[src/rtl/sram_ctl_pkg.sv]
`timescale 1ns/1ps
package sram_ctl_pkg;

    typedef enum logic [2:0] {
        S_IDLE,
        S_RD_ACC,
        S_RD_TAIL,
        S_WR_PULSE,
        S_WR_RECOV,
        S_RET,
        S_RET_RECOV
    } ctl_state_t;

    // ceiling of ns / clk_ns, never below one cycle
    function automatic int ns2cyc(input int ns, input int clk_ns);
        int c;
        c = (ns + clk_ns - 1) / clk_ns;
        return (c < 1) ? 1 : c;
    endfunction

    function automatic int imax(input int a, input int b);
        return (a > b) ? a : b;
    endfunction

endpackage

[src/rtl/sram_ctl_timer.sv]
`timescale 1ns/1ps
module sram_ctl_timer #(
    parameter int CNT_W = 8
) (
    input  logic             clk,
    input  logic             rst_n,
    input  logic             load,
    input  logic [CNT_W-1:0] load_val,
    output logic [CNT_W-1:0] cnt,
    output logic             last
);
    always_ff @(posedge clk or negedge rst_n) begin
        if (!rst_n)
            cnt <= '0;
        else if (load)
            cnt <= load_val;
        else if (cnt != '0)
            cnt <= cnt - 1'b1;
    end

    assign last = (cnt == CNT_W'(1));
endmodule

[src/rtl/sram_ctl_select.sv]
`timescale 1ns/1ps
module sram_ctl_select #(
    parameter bit RET_CE2 = 1'b0
) (
    input  logic access,
    input  logic retain,
    output logic ce1_n,
    output logic ce2
);
    generate
        if (RET_CE2) begin : g_park_ce2
            // retention parks the active-high select low
            assign ce1_n = !(access || retain);
            assign ce2   = !retain;
        end else begin : g_park_ce1
            // retention parks the active-low select high
            assign ce1_n = !access;
            assign ce2   = 1'b1;
        end
    endgenerate
endmodule

[src/rtl/sram_ctl.sv]
`timescale 1ns/1ps
module sram_ctl
    import sram_ctl_pkg::*;
#(
    parameter int AW        = 16,
    parameter int DW        = 8,
    parameter int CLK_NS    = 5,
    parameter int T_RC_NS   = 100,
    parameter int T_AA_NS   = 100,
    parameter int T_OE_NS   = 50,
    parameter int T_OHZ_NS  = 35,
    parameter int T_WC_NS   = 100,
    parameter int T_AW_NS   = 80,
    parameter int T_CW_NS   = 80,
    parameter int T_WP_NS   = 70,
    parameter int T_DW_NS   = 40,
    parameter int T_WR_NS   = 5,
    parameter int T_WHZ_NS  = 40,
    parameter int T_REC_NS  = 5000000,
    parameter bit RET_CE2   = 1'b0
) (
    input  logic          clk,
    input  logic          rst_n,
    input  logic          req_valid,
    output logic          req_ready,
    input  logic          req_write,
    input  logic [AW-1:0] req_addr,
    input  logic [DW-1:0] req_wdata,
    output logic          rd_valid,
    output logic [DW-1:0] rd_data,
    input  logic          ret_req,
    output logic [AW-1:0] mem_addr,
    output logic          mem_ce1_n,
    output logic          mem_ce2,
    output logic          mem_oe_n,
    output logic          mem_we_n,
    output logic [DW-1:0] mem_dq_out,
    input  logic [DW-1:0] mem_dq_in,
    output logic          mem_dq_oe
);
    // every limit becomes a rounded-up cycle count
    localparam int N_RD    = imax(ns2cyc(T_AA_NS, CLK_NS), ns2cyc(T_OE_NS, CLK_NS));
    localparam int N_RC    = ns2cyc(T_RC_NS, CLK_NS);
    localparam int N_RTAIL = (N_RC > N_RD) ? (N_RC - N_RD) : 0;
    localparam int N_DON   = imax(ns2cyc(T_WHZ_NS, CLK_NS), ns2cyc(T_OHZ_NS, CLK_NS));
    localparam int N_DW    = ns2cyc(T_DW_NS, CLK_NS);
    localparam int N_WPUL  = imax(imax(ns2cyc(T_WP_NS, CLK_NS), ns2cyc(T_AW_NS, CLK_NS)),
                                  imax(ns2cyc(T_CW_NS, CLK_NS), N_DON + N_DW));
    localparam int N_WC    = ns2cyc(T_WC_NS, CLK_NS);
    localparam int N_WREC  = imax(ns2cyc(T_WR_NS, CLK_NS), (N_WC > N_WPUL) ? (N_WC - N_WPUL) : 0);
    localparam int N_REC   = ns2cyc(T_REC_NS, CLK_NS);
    localparam int N_MAX   = imax(imax(imax(N_RD, N_RTAIL), imax(N_WPUL, N_WREC)), N_REC);
    localparam int CNT_W   = $clog2(N_MAX + 1);
    localparam int DRV_AT  = N_WPUL - N_DON;   // counter value from which data is driven

    ctl_state_t       state, state_nx;
    logic             t_load;
    logic [CNT_W-1:0] t_val;
    logic [CNT_W-1:0] t_cnt;
    logic             t_last;
    logic             access, retain;
    logic [DW-1:0]    wdata_q;

    sram_ctl_timer #(.CNT_W(CNT_W)) u_timer (
        .clk      (clk),
        .rst_n    (rst_n),
        .load     (t_load),
        .load_val (t_val),
        .cnt      (t_cnt),
        .last     (t_last)
    );

    sram_ctl_select #(.RET_CE2(RET_CE2)) u_select (
        .access (access),
        .retain (retain),
        .ce1_n  (mem_ce1_n),
        .ce2    (mem_ce2)
    );

    // next state and timer loads
    always_comb begin
        state_nx = state;
        t_load   = 1'b0;
        t_val    = '0;
        unique case (state)
            S_IDLE: begin
                if (ret_req) begin
                    state_nx = S_RET;
                end else if (req_valid) begin
                    t_load = 1'b1;
                    if (req_write) begin
                        state_nx = S_WR_PULSE;
                        t_val    = CNT_W'(N_WPUL);
                    end else begin
                        state_nx = S_RD_ACC;
                        t_val    = CNT_W'(N_RD);
                    end
                end
            end
            S_RD_ACC: begin
                if (t_last) begin
                    if (N_RTAIL > 0) begin
                        state_nx = S_RD_TAIL;
                        t_load   = 1'b1;
                        t_val    = CNT_W'(N_RTAIL);
                    end else begin
                        state_nx = S_IDLE;
                    end
                end
            end
            S_RD_TAIL:   if (t_last) state_nx = S_IDLE;
            S_WR_PULSE: begin
                if (t_last) begin
                    state_nx = S_WR_RECOV;
                    t_load   = 1'b1;
                    t_val    = CNT_W'(N_WREC);
                end
            end
            S_WR_RECOV:  if (t_last) state_nx = S_IDLE;
            S_RET: begin
                if (!ret_req) begin
                    state_nx = S_RET_RECOV;
                    t_load   = 1'b1;
                    t_val    = CNT_W'(N_REC);
                end
            end
            S_RET_RECOV: if (t_last) state_nx = S_IDLE;
            default:     state_nx = S_IDLE;
        endcase
    end

    // state register
    always_ff @(posedge clk or negedge rst_n) begin
        if (!rst_n) state <= S_IDLE;
        else        state <= state_nx;
    end

    // control outputs
    always_comb begin
        access     = (state == S_RD_ACC) || (state == S_RD_TAIL) ||
                     (state == S_WR_PULSE) || (state == S_WR_RECOV);
        retain     = (state == S_RET) || (state == S_RET_RECOV);
        mem_oe_n   = (state != S_RD_ACC);
        mem_we_n   = (state != S_WR_PULSE);
        mem_dq_oe  = (state == S_WR_PULSE) && (t_cnt <= CNT_W'(DRV_AT));
        mem_dq_out = wdata_q;
        req_ready  = (state == S_IDLE) && !ret_req;
    end

    // request capture and read return
    always_ff @(posedge clk or negedge rst_n) begin
        if (!rst_n) begin
            mem_addr <= '0;
            wdata_q  <= '0;
            rd_data  <= '0;
            rd_valid <= 1'b0;
        end else begin
            if (req_valid && req_ready) begin
                mem_addr <= req_addr;
                wdata_q  <= req_wdata;
            end
            rd_valid <= (state == S_RD_ACC) && t_last;
            if ((state == S_RD_ACC) && t_last)
                rd_data <= mem_dq_in;
        end
    end

    assert_no_drive_into_output_R7: assert property (@(posedge clk) disable iff (!rst_n)
        mem_dq_oe |-> mem_oe_n);
    assert_write_selected_R4: assert property (@(posedge clk) disable iff (!rst_n)
        !mem_we_n |-> (!mem_ce1_n && mem_ce2 && mem_oe_n));
    assert_drive_inside_pulse_R5: assert property (@(posedge clk) disable iff (!rst_n)
        mem_dq_oe |-> !mem_we_n);
    assert_data_at_pulse_end_R5: assert property (@(posedge clk) disable iff (!rst_n)
        $rose(mem_we_n) |-> $past(mem_dq_oe));
    assert_addr_stable_R8: assert property (@(posedge clk) disable iff (!rst_n)
        (access && $past(access)) |-> $stable(mem_addr));
    assert_rdvalid_single_R3: assert property (@(posedge clk) disable iff (!rst_n)
        rd_valid |=> !rd_valid);
    assert_ready_blocked_by_ret_R10: assert property (@(posedge clk) disable iff (!rst_n)
        ret_req |-> !req_ready);
endmodule

[config.mk]
export PLATFORM = sky130hd
export DESIGN_NAME = sram_ctl
export DESIGN_NICKNAME = d
export VERILOG_FILES = /design/src/rtl/sram_ctl_pkg.sv /design/src/rtl/sram_ctl_timer.sv /design/src/rtl/sram_ctl_select.sv /design/src/rtl/sram_ctl.sv
export SDC_FILE = /design/constraint.sdc
export NUM_CORES = 1
export LEC_CHECK = 0
export BUFFER_PORTS_ARGS = -buffer_cell sky130_fd_sc_hd__buf_2
export CAP_MARGIN = 0
export CORE_MARGIN = 5
export CORE_UTILIZATION = 51
export CTS_CLUSTER_SIZE = 16
export DETAILED_ROUTE_END_ITERATION = 8
export PLACE_DENSITY = 0.78
export SLEW_MARGIN = 15
export SYNTH_ARGS = -nofsm -noshare
export SYNTH_HDL_FRONTEND = slang
export SYNTH_SLANG_ARGS = --single-unit
[constraint.sdc]
create_clock -name clk -period 2.6 [get_ports clk]
set_clock_uncertainty 0.1 [all_clocks]
set_input_delay 0.52 -clock clk [delete_from_list [all_inputs] [get_ports clk]]
set_output_delay 0.52 -clock clk [all_outputs]
set_load 0.1 [all_outputs]
==> flow_summary.ini, run 1 <==
[status]
status = finished with violations
violations = negative setup slack

[routing]
top_layer_used = met4
wl_met3_um = 477
totalWireLength_mm = 5.65
route.met2.wl_mm = 2.74
dr.pass1.iters = 4
met1_length_mm = 2.37
drt-vias-per-instance = 5.28
ant_nets = 0
num_vias = 2040
dr.first_iter.drc_count = 127
post-route-drc-count = 0
detail_route.wl_per_cell_um = 14.6

[clocking]
h-tree-depth = 2
hold_buffers = 0
cts_root_buffer = clkbuf_8
cts.sinks = 56
ctsLongestPathBuffers = 2
clock_latency_ns = 0.31
cts.clk_slew.worst_paths_ns = 0.10
cts_tree = yes
numCtsBuffers = 5

[timing]
slew_violations = 0
max_freq_ghz = 0.370
finalSetupViolations = 1
min_period_ns = 2.70
hold_viol_final = 0
rsz0062_at_grt = true
period_share_pct = 104
slew_headroom_pct = 57.5
whs_ns = 0.118
finalWorstSetupSlack_ns = -0.105
tightest_slew_ns = 0.637

[die]
die_y_um = 81.8
initial_utilization_pct = 51.9
pin_count = 76
core_um2 = 5070
die_area_um2 = 6700
std_cell_rows = 26
die_width_um = 81.8

[yosys]
yosysUniqueCellTypes = 40
async_flop_share_pct = 100
synth-seq-cells = 56
syn_area_um2 = 2630
yosys-top-cells-area = dfrtp_1, mux2_2, xnor2_1
yosys.area.top_type = dfrtp_1
syn_avg_cell_area_um2 = 11.5
synth_nets = 268
yosysSeqAreaShare_pct = 53.2
synth_cells = 228
yosysWarnings = 0
ys.flop_type = dfrtp_1
synth.top_cell.area_share_pct = 53.2
synth_edf_count = 0

[final_layout]
post-route-util_pct = 65.8
finalInstanceArea_um2 = 3340
area_delta_synth_final_pct = 26.8
n_antenna_cell = 0
drive_gt1_share_pct = 44.9
nNetsFinal = 355

[worst_hold_path]
min_path_type = in2async

[setup_path]
rr_endpoint = u_timer.cnt[5]
regToRegSetupSlack_ns = 0.32
worst_setup_path_start_kind = flip-flop
crit_fanout = 3
r2r-start = u_timer.cnt[10]
path_class = reg2out
cp.required_ns = 1.98
cp-end-kind = output port
crit_end = mem_dq_oe
r2r_cells = 6
startpoint = u_timer.cnt[15]
critPathArrivalTime_ns = 2.08

[global_routing]
grt_usage_pct = 18.3
overflow = 0
grt_pass1_wl_mm = 9.52
grt_max_degree = 30
antenna_found_initial = 0
grt_pass1_vias = 2082

[place]
io_buffers = 74
post_dp_cell_area_um2 = 3160
gp_congestion = 0.874
place_ws_ns = 0.179
hpwl_mm = 4.21

[job]
maxCapViolCount = 0
cells in the final DEF, fill, tap and decap left out, drive strengths merged, types with 4 or more instances in the layout:
cell type / Yosys / layout
buf: 7 / 90
dfrtp: 56 / 56
mux2: 32 / 32
nor2: 19 / 19
o21ai: 16 / 16
nand2: 13 / 13
nand3: 10 / 10
xnor2: 10 / 10
nor4: 8 / 8
a21oi: 7 / 7
xor2: 6 / 6
clkbuf: 3 / 6
or4: 5 / 5
nor3: 4 / 4
registers in the layout, indices dropped and copies added (netlist names):
signal	flops
u_timer.cnt	20
mem_addr	16
mem_dq_out	8
rd_data	8
state	3
rd_valid	1
synthesized netlist by cell type (3+ instances only):
| cell type | instances |
|---|---|
| xor2_1 | 6 |
| nand2_1 | 13 |
| mux2_2 | 32 |
| a21oi_1 | 7 |
| clkbuf_1 | 3 |
| nor3b_1 | 3 |
| ha_1 | 3 |
| a211oi_1 | 3 |
| nor2_1 | 19 |
| o21ai_0 | 15 |
| nor3_1 | 3 |
| or4_1 | 4 |
| xnor2_1 | 10 |
| nor4_1 | 7 |
| nand3_1 | 10 |
| dfrtp_1 | 56 |
| buf_2 | 5 |
| nand3b_1 | 3 |
| or3_1 | 3 |
layer usage:
metal  track usage, %  vias up
met5                0        -
met4             4.82        0
met3             5.70        8
met2             30.1       68
met1             23.4      976
li1                 -      988
worst min path at each step:
stage	start	endpoint	slack [ns]	depth (start not counted)
after floorplan	rst_n	mem_addr[0]	0.12	0
after global placement	mem_addr[1]	mem_addr[1]	0.38	1
after detailed placement	rd_data[4]	rd_data[4]	0.39	1
after CTS	rst_n	rd_valid	0.14	1
after global routing	rst_n	rd_valid	0.16	1
final	rst_n	mem_addr[13]	0.12	1
worst max-delay path, stage by stage, from the launching register on:
cell and delay [ns]:
dfrtp_1 0.39, or4_4 0.56, nor4_4 0.26, nand2_2 0.11
a211oi_4 0.24, buf_12 0.21
cell type report:
type | instances | area (um^2)
clock inverter | 2 | 38.8
inverter | 2 | 7.51
clock buffer | 6 | 72.6
tap | 70 | 87.6
sequential | 56 | 1400
multi-input combinational | 160 | 1210
fill | 428 | 1740
timing repair buffer | 90 | 518
cell families (layout without fill, tap and decap cells):
| family | Yosys count | count (layout) | share of synthesized area [%] |
|---|---|---|---|
| fa+ha+maj | 3 | 3 | 1.43 |
| simple gates | 75 | 75 | 16.5 |
| compound gates | 33 | 33 | 7.27 |
| other cells | 1 | 1 | 0.142 |
| flops | 56 | 56 | 53.2 |
| buf+inv | 12 | 100 | 2.38 |
| xor+xnor | 16 | 16 | 5.32 |
| mux | 32 | 32 | 13.7 |
what timing repair did:
item,in CTS,in global routing
setup endpoints to repair,1,1
buffers inserted,6,2
resized for setup,3,0
pin swaps,4,4
metrics by stage:
step                std cells  TNS [ns]
detailed placement        370         0
global route              386    -0.178
CTS                       384    -0.148
finish                    386    -0.105
floorplan                 228     -3.52
global placement          370         0
Power of run 1 is not shown: default switching activity piles up to over one toggle a cycle in this logic, so the estimate is an artifact.
==> run 2: changes to the inputs <==
--- a/config.mk
+++ b/config.mk
@@ -7,11 +7,11 @@
 export LEC_CHECK = 0
 export BUFFER_PORTS_ARGS = -buffer_cell sky130_fd_sc_hd__buf_2
 export CAP_MARGIN = 0
-export CORE_MARGIN = 5
-export CORE_UTILIZATION = 51
+export CORE_MARGIN = 3
+export CORE_UTILIZATION = 50
 export CTS_CLUSTER_SIZE = 16
 export DETAILED_ROUTE_END_ITERATION = 8
-export PLACE_DENSITY = 0.78
+export PLACE_DENSITY = 0.76
 export SLEW_MARGIN = 15
 export SYNTH_ARGS = -nofsm -noshare
 export SYNTH_HDL_FRONTEND = slang
==> run 2 against run 1 <==
- the run still ends with negative setup slack left
- register-to-register slack worse by 0.06 ns
- critical path depth unchanged
- design area fell by 2.6%
- maximum frequency fell by 2.0%
==> flow_summary.ini, run 2 (synthesized netlist as in run 1, its figures left out) <==
[final_layout]
reg_top3 = u_timer.cnt x20, mem_addr x16
final_common_cell = buf_2
area_delta_synth_final_pct = 23.5
register_area_um2 = 1400
instances_no_fill = 376
n_antenna_cell = 0
largest-register = u_timer.cnt
nNetsFinal = 348
layout_common_cells = buf_2, dfrtp_1, mux2_2
drive_gt1_share_pct = 43.7
nFillCells = 388
largest_reg_flops = 20
multi_input_area_um2 = 1210

[status]
status = finished with violations
violations = negative setup slack

[timing]
slew_violations = 0
rsz0062_at_grt = true
max_freq_ghz = 0.362
tightest_slew_ns = 0.590
finalSetupViolations = 1
period_share_pct = 106
finalWorstSetupSlack_ns = -0.161
min_period_ns = 2.76
slew_headroom_pct = 60.6
hold_viol_final = 0

[global_routing]
overflow = 0
grt_pass1_vias = 2129
grt_max_degree = 29
grt_usage_pct = 19.7
antenna_found_initial = 0
grt_pass1_wl_mm = 9.64

[setup_path]
crit_slowest_cell = or4_4
critPathTopFamily = simple AND/OR/NAND/NOR gates
critPathArrivalTime_ns = 2.14
critical_path.cell_chain = or4_4, nor4_4, nand2_2, a211oi_4, buf_12
cp_num_buf_inv = 1
cp-end-kind = output port
cp.required_ns = 1.98
r2r_cells = 6
worst_path_largest_cell_delay_ns = 0.57
r2r-start = u_timer.cnt[18]
worst_setup_path_start_kind = flip-flop
rr_endpoint = u_timer.cnt[11]
crit_fanout = 3
path_class = reg2out
regToRegSetupSlack_ns = 0.26
startpoint = u_timer.cnt[18]

[routing]
dr.first_iter.drc_count = 106
drt-vias-per-instance = 5.35
totalWireLength_mm = 5.62
route.met2.wl_mm = 2.89
wl_met3_um = 245
post-route-drc-count = 0
ant_nets = 0
dr.pass1.iters = 4
met1_length_mm = 2.42
num_vias = 2013
detail_route.wl_per_cell_um = 15.0
top_layer_used = met4

[clocking]
cts_tree = yes
post-cts-setup-buffers = 0
hold_buffers = 0
cts.clk_slew.worst_paths_ns = 0.10
h-tree-depth = 2
numCtsBuffers = 5
cts.sinks = 56
ctsLongestPathBuffers = 2
cts_root_buffer = clkbuf_8
clock_latency_ns = 0.31

[die]
core_um2 = 4910
std_cell_rows = 25
die_area_um2 = 6170
die_y_um = 78.6
pin_count = 76
initial_utilization_pct = 53.6
die_width_um = 78.6

[place]
hpwl_mm = 4.13
place_inst = 368
io_buffers = 74
gp_congestion = 0.857

[worst_hold_path]
min_path_type = in2async

[job]
maxCapViolCount = 0
[run 2: cell count changes in the layout (fill, tap and decap cells not counted)]
cell / before / now
buf_12: 2 / 1
buf_4: 15 / 9
bufinv_16: 1 / 0
clkbuf_1: 1 / 0
clkbuf_8: 5 / 6
clkinv_2: 0 / 1
or4_1: 2 / 3
or4_4: 3 / 2
[run 2: what timing repair did]
| action | 4_1_cts | 5_1_grt |
|---|---|---|
| pin swaps | 1 | 0 |
| setup endpoints to repair | 1 | 1 |
| gates resized for setup | 2 | 0 |
[run 2: worst register-to-register path, delay by kind of cell, from the launching register on]
kind            cells  cell delay (ns)
buf+inv             1             0.24
compound gates      2             0.33
flops               1             0.41
simple gates        3             1.19
[run 2: through the flow]
step / worst slack (ns) / cell area [um^2] / TNS, ns / util [%] / hold WS, ns
final: -0.161 / 3250 / -0.161 / 66.2 / 0.103
after global routing: -0.239 / 3250 / -0.239 / 66.2 / 0.124
after floorplan: -0.641 / 2690 / -3.52 / - / 0.124
after CTS: -0.161 / 3250 / -0.161 / 66.2 / 0.110
after global placement: 0.175 / 3150 / 0 / 64.1 / 0.380
after detailed placement: 0.156 / 3150 / 0 / 64.1 / 0.387
[run 2: metal layers]
metal,track usage [%],vias to the layer above
li1,-,970
met1,24.7,983
met2,33.7,52
met3,4.24,8
met4,6.82,0
met5,0,-
[run 2: how the worst max path moves through the flow]
stage / endpoint / slack (ns) / depth (start not counted)
2_1_floorplan: mem_dq_oe / -0.64 / 3
3_3_place_gp: mem_dq_oe / 0.18 / 5
3_5_place_dp: mem_dq_oe / 0.16 / 5
4_1_cts: mem_dq_oe / -0.16 / 5
5_1_grt: mem_dq_oe / -0.24 / 5
6_report: mem_dq_oe / -0.16 / 5
[run 2: area by class of cell]
class,instances,area share (%)
Clock buffer,6,2.54
Clock inverter,2,0.423
Inverter,2,0.231
Multi-Input combinational cell,160,37.2
Sequential cell,56,43.1
Tap cell,67,2.58
Timing Repair Buffer,83,13.9
Power of run 2 is left out for the same reason.
